==> config.mk <==
export PLATFORM = sky130hd
export DESIGN_NAME = mdio_mgmt_master
export DESIGN_NICKNAME = d
export VERILOG_FILES = /design/src/rtl/mdio_mgmt_pkg.sv /design/src/rtl/mdio_clk_div.sv /design/src/rtl/mdio_frame_engine.sv /design/src/rtl/mdio_mgmt_master.sv
export SDC_FILE = /design/constraint.sdc
export NUM_CORES = 1
export LEC_CHECK = 0
export ABC_AREA = 1
export ABC_CLOCK_PERIOD_IN_PS = 4990
export BUFFER_PORTS_ARGS = -buffer_cell sky130_fd_sc_hd__buf_4
export CORE_MARGIN = 2
export CORE_UTILIZATION = 30
export DETAILED_ROUTE_END_ITERATION = 10
export HOLD_SLACK_MARGIN = 0.12
export PLACE_DENSITY = 0.45
export SLEW_MARGIN = 10
export SYNTH_ARGS = -nofsm -noshare
export SYNTH_HDL_FRONTEND = slang
export SYNTH_HIERARCHICAL = 1
export SYNTH_SLANG_ARGS = --single-unit
==> constraint.sdc <==
create_clock -name clk -period 4.99 [get_ports clk]
set_clock_uncertainty 0.1 [all_clocks]
set_input_delay 0.998 -clock clk [delete_from_list [all_inputs] [get_ports clk]]
set_output_delay 0.998 -clock clk [all_outputs]
set_load 0.05 [all_outputs]
==> src/rtl/mdio_mgmt_pkg.sv <==
package mdio_mgmt_pkg;

  localparam int FRAME_BITS = 64;
  localparam int DATA_BITS  = 16;

  localparam int OFF_CFG   = 'h00;
  localparam int OFF_CMD   = 'h04;
  localparam int OFF_ADDR  = 'h08;
  localparam int OFF_WDATA = 'h0C;
  localparam int OFF_RDATA = 'h10;
  localparam int OFF_STAT  = 'h14;

  // mdc half-period in system clock cycles for a divider code
  function automatic logic [15:0] mdc_half_cycles(input logic [15:0] code);
    return code + 16'd1;
  endfunction

  // Whole serial frame, bit 63 goes on the wire first
  function automatic logic [FRAME_BITS-1:0] build_frame(
    input logic       rd,
    input logic [4:0] phy,
    input logic [4:0] rg,
    input logic [15:0] data
  );
    logic [1:0] op;
    logic [1:0] ta;
    logic [15:0] pay;
    op  = rd ? 2'b10 : 2'b01;
    ta  = rd ? 2'b11 : 2'b10;
    pay = rd ? 16'hFFFF : data;
    return {32'hFFFF_FFFF, 2'b01, op, phy, rg, ta, pay};
  endfunction

endpackage

==> src/rtl/mdio_clk_div.sv <==
module mdio_clk_div #(
  parameter int DIV_W = 4
) (
  input  logic             clk,
  input  logic             rst_n,
  input  logic             run,
  input  logic [DIV_W-1:0] code,
  output logic             half_tick
);
  import mdio_mgmt_pkg::*;

  logic [DIV_W:0] cnt_q;
  logic [15:0]    half_len;

  assign half_len  = mdc_half_cycles(16'(code));
  assign half_tick = run && (16'(cnt_q) == half_len - 16'd1);

  always_ff @(posedge clk or negedge rst_n) begin
    if (!rst_n)         cnt_q <= '0;
    else if (!run)      cnt_q <= '0;
    else if (half_tick) cnt_q <= '0;
    else                cnt_q <= cnt_q + 1'b1;
  end

  // a half-period longer than one cycle never ticks twice in a row
  assert_tick_spacing_R7: assert property (@(posedge clk) disable iff (!rst_n)
    (half_tick && code != '0) |=> (!half_tick || code == '0));

endmodule

==> src/rtl/mdio_frame_engine.sv <==
module mdio_frame_engine #(
  parameter int FRAME_BITS = 64,
  parameter int DATA_W     = 16
) (
  input  logic                  clk,
  input  logic                  rst_n,
  input  logic                  start,
  input  logic                  abort,
  input  logic                  is_read,
  input  logic [FRAME_BITS-1:0] frame,
  input  logic                  half_tick,
  input  logic                  mdio_i,
  output logic                  busy,
  output logic                  mdc,
  output logic                  mdio_o,
  output logic                  mdio_oe,
  output logic                  done,
  output logic                  rd_done,
  output logic [DATA_W-1:0]     rd_data,
  output logic                  rd_bad
);
  localparam int IDX_W    = $clog2(FRAME_BITS);
  localparam int TA_IDX   = FRAME_BITS - DATA_W - 2;
  localparam int DATA_IDX = FRAME_BITS - DATA_W;
  localparam int LAST_IDX = FRAME_BITS - 1;

  logic [FRAME_BITS-1:0] sr_q;
  logic [IDX_W-1:0]      idx_q, idx_nxt;
  logic                  rd_q, busy_q, mdc_q, out_q, oe_q, bad_q;
  logic [DATA_W-1:0]     cap_q;
  logic                  at_last, rise_ev, fall_ev;

  assign idx_nxt = idx_q + 1'b1;
  assign at_last = (idx_q == IDX_W'(LAST_IDX));
  assign rise_ev = busy_q && half_tick && !mdc_q;
  assign fall_ev = busy_q && half_tick && mdc_q;
  assign done    = fall_ev && at_last;
  assign rd_done = done && rd_q;

  always_ff @(posedge clk or negedge rst_n) begin
    if (!rst_n) begin
      sr_q <= '0; idx_q <= '0; rd_q <= 1'b0; busy_q <= 1'b0;
      mdc_q <= 1'b0; out_q <= 1'b0; oe_q <= 1'b0; bad_q <= 1'b0; cap_q <= '0;
    end else if (abort) begin
      busy_q <= 1'b0; mdc_q <= 1'b0; out_q <= 1'b0; oe_q <= 1'b0;
    end else if (!busy_q) begin
      if (start) begin
        busy_q <= 1'b1;
        sr_q   <= frame;
        rd_q   <= is_read;
        idx_q  <= '0;
        mdc_q  <= 1'b0;
        out_q  <= frame[FRAME_BITS-1];
        oe_q   <= 1'b1;
        bad_q  <= 1'b0;
      end
    end else if (rise_ev) begin
      mdc_q <= 1'b1;
      if (rd_q && idx_q == IDX_W'(TA_IDX + 1)) bad_q <= mdio_i;
      if (rd_q && idx_q >= IDX_W'(DATA_IDX))   cap_q <= {cap_q[DATA_W-2:0], mdio_i};
    end else if (fall_ev) begin
      mdc_q <= 1'b0;
      if (at_last) begin
        busy_q <= 1'b0;
        out_q  <= 1'b0;
        oe_q   <= 1'b0;
      end else begin
        idx_q <= idx_nxt;
        sr_q  <= {sr_q[FRAME_BITS-2:0], 1'b0};
        out_q <= sr_q[FRAME_BITS-2];
        oe_q  <= !(rd_q && idx_nxt >= IDX_W'(TA_IDX));
      end
    end
  end

  assign busy    = busy_q;
  assign mdc     = mdc_q;
  assign mdio_o  = out_q;
  assign mdio_oe = oe_q;
  assign rd_data = cap_q;
  assign rd_bad  = bad_q;

  // the bus clock and drive are quiet whenever no frame runs
  assert_idle_quiet_R1: assert property (@(posedge clk) disable iff (!rst_n)
    !busy_q |-> (!mdc_q && !oe_q));

  // driven data moves only with a falling mdc
  assert_fall_only_R6: assert property (@(posedge clk) disable iff (!rst_n)
    (busy_q && $past(busy_q) && oe_q && $past(oe_q) && !$stable(out_q)) |-> $fell(mdc_q));

  // line released from turnaround to the end of a read
  assert_read_release_R4: assert property (@(posedge clk) disable iff (!rst_n)
    (busy_q && rd_q && idx_q >= IDX_W'(TA_IDX)) |-> !oe_q);

endmodule

==> src/rtl/mdio_mgmt_master.sv <==
module mdio_mgmt_master #(
  parameter int ADDR_W  = 6,
  parameter int DIV_W   = 4,
  parameter int DEF_DIV = 7
) (
  input  logic              clk,
  input  logic              rst_n,
  input  logic              bus_wr,
  input  logic [ADDR_W-1:0] bus_addr,
  input  logic [31:0]       bus_wdata,
  output logic [31:0]       bus_rdata,
  output logic              mdc,
  output logic              mdio_o,
  output logic              mdio_oe,
  input  logic              mdio_i
);
  import mdio_mgmt_pkg::*;

  logic [DIV_W-1:0]     div_q;
  logic [31:0]          cmd_q;
  logic [4:0]           phy_q, reg_q;
  logic [15:0]          wdata_q, rdata_q;
  logic                 invalid_q;

  logic                 sel_cfg, sel_cmd, sel_addr, sel_wdata;
  logic                 wr_req, rd_req, start_req, start_go, soft_rst;
  logic                 eng_busy, eng_done, eng_rd_done, eng_bad, half_tick;
  logic [15:0]          eng_rd_data;
  logic [FRAME_BITS-1:0] frame;

  assign sel_cfg   = bus_wr && bus_addr == ADDR_W'(OFF_CFG);
  assign sel_cmd   = bus_wr && bus_addr == ADDR_W'(OFF_CMD);
  assign sel_addr  = bus_wr && bus_addr == ADDR_W'(OFF_ADDR);
  assign sel_wdata = bus_wr && bus_addr == ADDR_W'(OFF_WDATA);

  assign wr_req    = sel_wdata;
  assign rd_req    = sel_cmd && bus_wdata[0];
  assign start_req = wr_req || rd_req;
  assign soft_rst  = sel_cfg && bus_wdata[31];
  assign start_go  = start_req && !eng_busy;
  assign frame     = build_frame(rd_req, phy_q, reg_q, bus_wdata[15:0]);

  always_ff @(posedge clk or negedge rst_n) begin
    if (!rst_n) begin
      div_q <= DIV_W'(DEF_DIV); cmd_q <= '0; phy_q <= '0; reg_q <= '0;
      wdata_q <= '0; rdata_q <= '0; invalid_q <= 1'b0;
    end else begin
      if (sel_cfg) div_q <= bus_wdata[DIV_W-1:0];
      if (sel_addr) begin
        phy_q <= bus_wdata[12:8];
        reg_q <= bus_wdata[4:0];
      end
      if (sel_cmd && !eng_busy)   cmd_q   <= bus_wdata;
      if (sel_wdata && !eng_busy) wdata_q <= bus_wdata[15:0];
      if (start_go && rd_req) invalid_q <= 1'b0;
      if (eng_rd_done) begin
        rdata_q   <= eng_rd_data;
        invalid_q <= eng_bad;
      end
    end
  end

  always_comb begin
    bus_rdata = '0;
    case (bus_addr)
      ADDR_W'(OFF_CFG):   bus_rdata = 32'(div_q);
      ADDR_W'(OFF_CMD):   bus_rdata = cmd_q;
      ADDR_W'(OFF_ADDR):  bus_rdata = {19'b0, phy_q, 3'b0, reg_q};
      ADDR_W'(OFF_WDATA): bus_rdata = {16'b0, wdata_q};
      ADDR_W'(OFF_RDATA): bus_rdata = {16'b0, rdata_q};
      ADDR_W'(OFF_STAT):  bus_rdata = {29'b0, invalid_q, 1'b0, eng_busy};
      default:            bus_rdata = '0;
    endcase
  end

  mdio_clk_div #(.DIV_W(DIV_W)) u_div (
    .clk(clk), .rst_n(rst_n), .run(eng_busy), .code(div_q), .half_tick(half_tick)
  );

  mdio_frame_engine #(.FRAME_BITS(FRAME_BITS), .DATA_W(DATA_BITS)) u_eng (
    .clk(clk), .rst_n(rst_n), .start(start_go), .abort(soft_rst), .is_read(rd_req),
    .frame(frame), .half_tick(half_tick), .mdio_i(mdio_i), .busy(eng_busy),
    .mdc(mdc), .mdio_o(mdio_o), .mdio_oe(mdio_oe), .done(eng_done),
    .rd_done(eng_rd_done), .rd_data(eng_rd_data), .rd_bad(eng_bad)
  );

  // an accepted start makes the engine busy on the next edge
  assert_busy_follows_R5: assert property (@(posedge clk) disable iff (!rst_n)
    (start_req && !eng_busy && !soft_rst) |=> eng_busy);

  // requests arriving while busy leave the stored words alone
  assert_ignore_busy_R8: assert property (@(posedge clk) disable iff (!rst_n)
    (start_req && eng_busy) |=> ($stable(wdata_q) && $stable(cmd_q)));

  // soft reset ends the frame on the next edge
  assert_soft_stop_R9: assert property (@(posedge clk) disable iff (!rst_n)
    soft_rst |=> (!eng_busy && !mdc));

  // busy only ever ends through a frame end or a soft reset
  assert_busy_end_R5: assert property (@(posedge clk) disable iff (!rst_n)
    $fell(eng_busy) |-> ($past(eng_done) || $past(soft_rst)));

endmodule

==> qor.json <==
{
  "number_of_antenna_violations_at_the_first_check_in_global_routing": {"value": 0},
  "whs_path_depth": {"value": 2},
  "core_utilization_of_the_finished_layout": {"value": 35.8, "unit": "%"},
  "routed_wire_length_per_instance": {"value": 14.8, "unit": "um"},
  "cts_inserted_buffers": {"value": 17},
  "critPathRequiredTime": {"value": 3.89, "unit": "ns"},
  "groute.layer.met2.usage": {"value": 22.8, "unit": "%"},
  "synth_area_in_compound_gates": {"value": 12.9, "unit": "%"},
  "timing.reg2reg.worst_path_depth": {"value": 6},
  "outcome": {"value": "finished clean"},
  "cts-root-to-sink-buffers": {"value": 2},
  "drc_errors": {"value": 0},
  "finalSetupViolations": {"value": 0},
  "cts_resized": {"value": 0},
  "routed-via-count": {"value": 6824},
  "netlist_area": {"value": 8620, "unit": "sq um"},
  "grt_overflow_total": {"value": 0},
  "first_global_vias": {"value": 6514},
  "share_of_synthesized_cell_area_in_full_adder_half_adder_and_majority_cells": {"value": 0.436, "unit": "%"},
  "timing_worst_slew_pin_value": {"value": 1.21, "unit": "ns"},
  "row_count": {"value": 62},
  "drt-initial-drc-count": {"value": 440},
  "timing.critical_path.to_type": {"value": "output port"},
  "critPathMaxFanout": {"value": 11},
  "postRouteWirelength": {"value": 22300, "unit": "um"},
  "start_point_of_the_worst_min_delay_path": {"value": "cmd_q[18]"},
  "cellLeakagePower": {"value": 4.87, "unit": "nW"},
  "max_clock_freq": {"value": 250, "unit": "MHz"},
  "yosys.area.top_type": {"value": "sky130_fd_sc_hd__dfrtp_1"},
  "fill_cells": {"value": 3050},
  "whs_endpoint": {"value": "cmd_q[18]"},
  "finalCriticalPeriod": {"value": 3.99, "unit": "ns"},
  "layout-drive-gt1-share": {"value": 18.4, "unit": "%"},
  "final-hold-violation-count": {"value": 0},
  "groute.usage.overall": {"value": 15.2, "unit": "%"},
  "irDropWorstVdd": {"value": 0.220, "unit": "mV"},
  "power_density": {"value": 442, "unit": "nW/um^2"},
  "top_usage_layer": {"value": "met2"},
  "synthCells": {"value": 1029},
  "clock_insertion_delay_worst_skew": {"value": 0.44, "unit": "ns"},
  "design.die.area": {"value": 30100, "unit": "sq um"},
  "grt_first_pass_wirelength": {"value": 36300, "unit": "um"},
  "postCtsSetupBuffers": {"value": 0},
  "report.final.slew_viol_count": {"value": 0},
  "max-slew-margin-rel": {"value": 19.3, "unit": "%"},
  "dominant_combinational_cell_family_by_area_after_synthesis": {"value": "simple AND/OR/NAND/NOR gates"},
  "cap_violations": {"value": 0},
  "setup.reg_to_reg.worst_slack": {"value": 1.74, "unit": "ns"},
  "synth_seq_cells": {"value": 175},
  "path_class": {"value": "input pin to output port"},
  "top_level_i_o_count": {"value": 77},
  "setup_total_neg_slack": {"value": 0, "unit": "ns"},
  "clockRootBuffer": {"value": "sky130_fd_sc_hd__clkbuf_16"},
  "synthTopCellsByArea": {"value": "sky130_fd_sc_hd__dfrtp_1 (50%), sky130_fd_sc_hd__nand2_1 (14%), sky130_fd_sc_hd__nor2_1 (4.7%), sky130_fd_sc_hd__a31oi_2 (4.6%), sky130_fd_sc_hd__inv_1 (3.6%)"},
  "die_width": {"value": 173, "unit": "um"},
  "floorplan.core_area": {"value": 28500, "unit": "sq um"},
  "layout.nets": {"value": 1156},
  "post-route-cell-area": {"value": 10200, "unit": "sq um"},
  "number_of_clock_sinks": {"value": 175},
  "grt_max_degree": {"value": 94},
  "drt.antenna.violating_nets": {"value": 0},
  "cts.htree.levels": {"value": 4},
  "final_common_cell": {"value": "sky130_fd_sc_hd__nand2_1"},
  "layout_common_cells": {"value": "sky130_fd_sc_hd__nand2_1 (326), sky130_fd_sc_hd__dfrtp_1 (171), sky130_fd_sc_hd__nor2_1 (108)"},
  "synth_top_area_share": {"value": 49.9, "unit": "%"},
  "layout_worst_path_cycle_share": {"value": 80.0, "unit": "%"},
  "hold_path.class": {"value": "register to register"},
  "sequential_cell_area_fraction_in_the_yosys_report": {"value": 50.9, "unit": "%"},
  "yosys.area_share.xor_xnor": {"value": 0.102, "unit": "%"},
  "inserted_diodes": {"value": 0},
  "drt_first_pass_iters": {"value": 5},
  "cts_hold_buffers": {"value": 0},
  "initial_util": {"value": 30.3, "unit": "%"},
  "ys_warn_count": {"value": 6},
  "synth.area.mux_share": {"value": 1.18, "unit": "%"},
  "timing.rr.end": {"value": "rdata_q[0]"},
  "path_clk_slew": {"value": 0.07, "unit": "ns"},
  "crit-reg2reg-launch": {"value": "u_eng/busy"},
  "die-height": {"value": 173, "unit": "um"},
  "rsz_0062_raised_after_global_routing": {"value": "no"},
  "buffer_ports.inserted": {"value": 76},
  "worst-endpoint-arrival": {"value": 2.90, "unit": "ns"},
  "hpwlAfterDp": {"value": 14500, "unit": "um"},
  "globalplace.congestion": {"value": 0.748},
  "tritoncts_clock_tree": {"value": "done"},
  "placement.cell_area": {"value": 9560, "unit": "sq um"},
  "critPathLaunchType": {"value": "input pin"},
  "grt_use_met3": {"value": 2.61, "unit": "%"},
  "postSynthAreaPerCell": {"value": 8.37, "unit": "sq um"},
  "vias_per_cell": {"value": 4.53},
  "flow.area_growth_from_synthesis": {"value": 18.4, "unit": "%"},
  "yosys.cell_types.count": {"value": 34},
  "synth_simple_gate_area_share": {"value": 26.4, "unit": "%"},
  "use_met1": {"value": 22.5, "unit": "%"}
}
[kinds of logic (layout without fill, tap and decap cells)]
group | count (synthesis) | in the layout
AOI/OAI and AO/OA | 158 | 158
DFF | 175 | 175
other | 2 | 35
xor gates and xnor gates | 1 | 1
buffers and inverters | 146 | 208
adders and majority gates | 3 | 3
and+or+nand+nor | 535 | 535
muxes | 9 | 9
[cells in the mapped netlist, drive strengths merged]
library cell    n
a21oi          18
a31oi          62
and2            1
buf            36
clkbuf         22
conb            2
dfrtp         172
dfstp           3
ha              3
inv            88
mux2            9
nand2         331
nand3          47
nand4          24
nor2          131
nor3            1
o211ai          6
o21ai          67
o21bai          1
o22ai           3
o31ai           1
xor2            1
[power by group]
| group | total, mW | internal, mW | switching, mW |
|---|---|---|---|
| clock network | 1.51 | 0.859 | 0.650 |
| logic | 1.01 | 0.385 | 0.626 |
| registers | 1.99 | 1.76 | 0.230 |
| total | 4.51 | 3.00 | 1.51 |
[how the worst max path moves through the flow]
stage / start / end / slack (ns) / cells after the start
after detailed placement: bus_addr[2] / bus_rdata[3] / 1.0 / 7
after floorplan: bus_addr[3] / bus_rdata[21] / 1.55 / 6
after global placement: bus_addr[2] / bus_rdata[1] / 0.99 / 7
final: bus_addr[2] / bus_rdata[1] / 1.0 / 7
after global routing: bus_addr[2] / bus_rdata[3] / 0.84 / 7
after CTS: bus_addr[2] / bus_rdata[3] / 0.99 / 7
[final cells by class]
type                    count  area (sq um)  share of cell area [%]
flip-flops and latches    175          4380                    43.0
inverters                  88           330                    3.24
well taps                 384           480                    4.71
repair buffers             88           689                    6.76
multi-input cells         741          3670                    36.0
clock inverters            15           219                    2.15
clock buffers              17           425                    4.17
[worst max-delay path, cell delays in order]
cell                      delay [ns]
sky130_fd_sc_hd__buf_4          0.13
sky130_fd_sc_hd__nor2_1         0.61
sky130_fd_sc_hd__nand3_1        0.47
sky130_fd_sc_hd__nor2_1         0.32
sky130_fd_sc_hd__nor2_1         0.10
sky130_fd_sc_hd__nand2_1        0.06
sky130_fd_sc_hd__buf_4          0.19
[layer usage]
layer | vias to the layer above | routed length [um]
li1 | 3449 | -
met1 | 3277 | 11600
met2 | 87 | 9990
met3 | 11 | 540
met4 | 0 | 166
met5 | - | 0
[stage by stage]
step | power, mW | worst slack [ns] | hold WS, ns | cells
2_1_floorplan | 2.79 | 1.55 | 0.342 | 1062
3_3_place_gp | 3.03 | 0.988 | 0.356 | 1476
3_5_place_dp | 3.05 | 0.996 | 0.358 | 1476
4_1_cts | 4.57 | 0.994 | 0.378 | 1508
5_1_grt | 4.79 | 0.844 | 0.396 | 1508
6_report | 4.51 | 0.996 | 0.374 | 1508
[registers in the layout (all words and copies together) (netlist names), 4 cells and up]
signal and cells:
u_eng/sr_q 63, cmd_q 32, rdata_q 16, u_eng/rd_data 16, wdata_q 16, u_eng/idx_q 6
phy_q 5, reg_q 5, u_div/cnt_q 5, div_q 4
No activity file was read; power rests on OpenSTA's default activity.
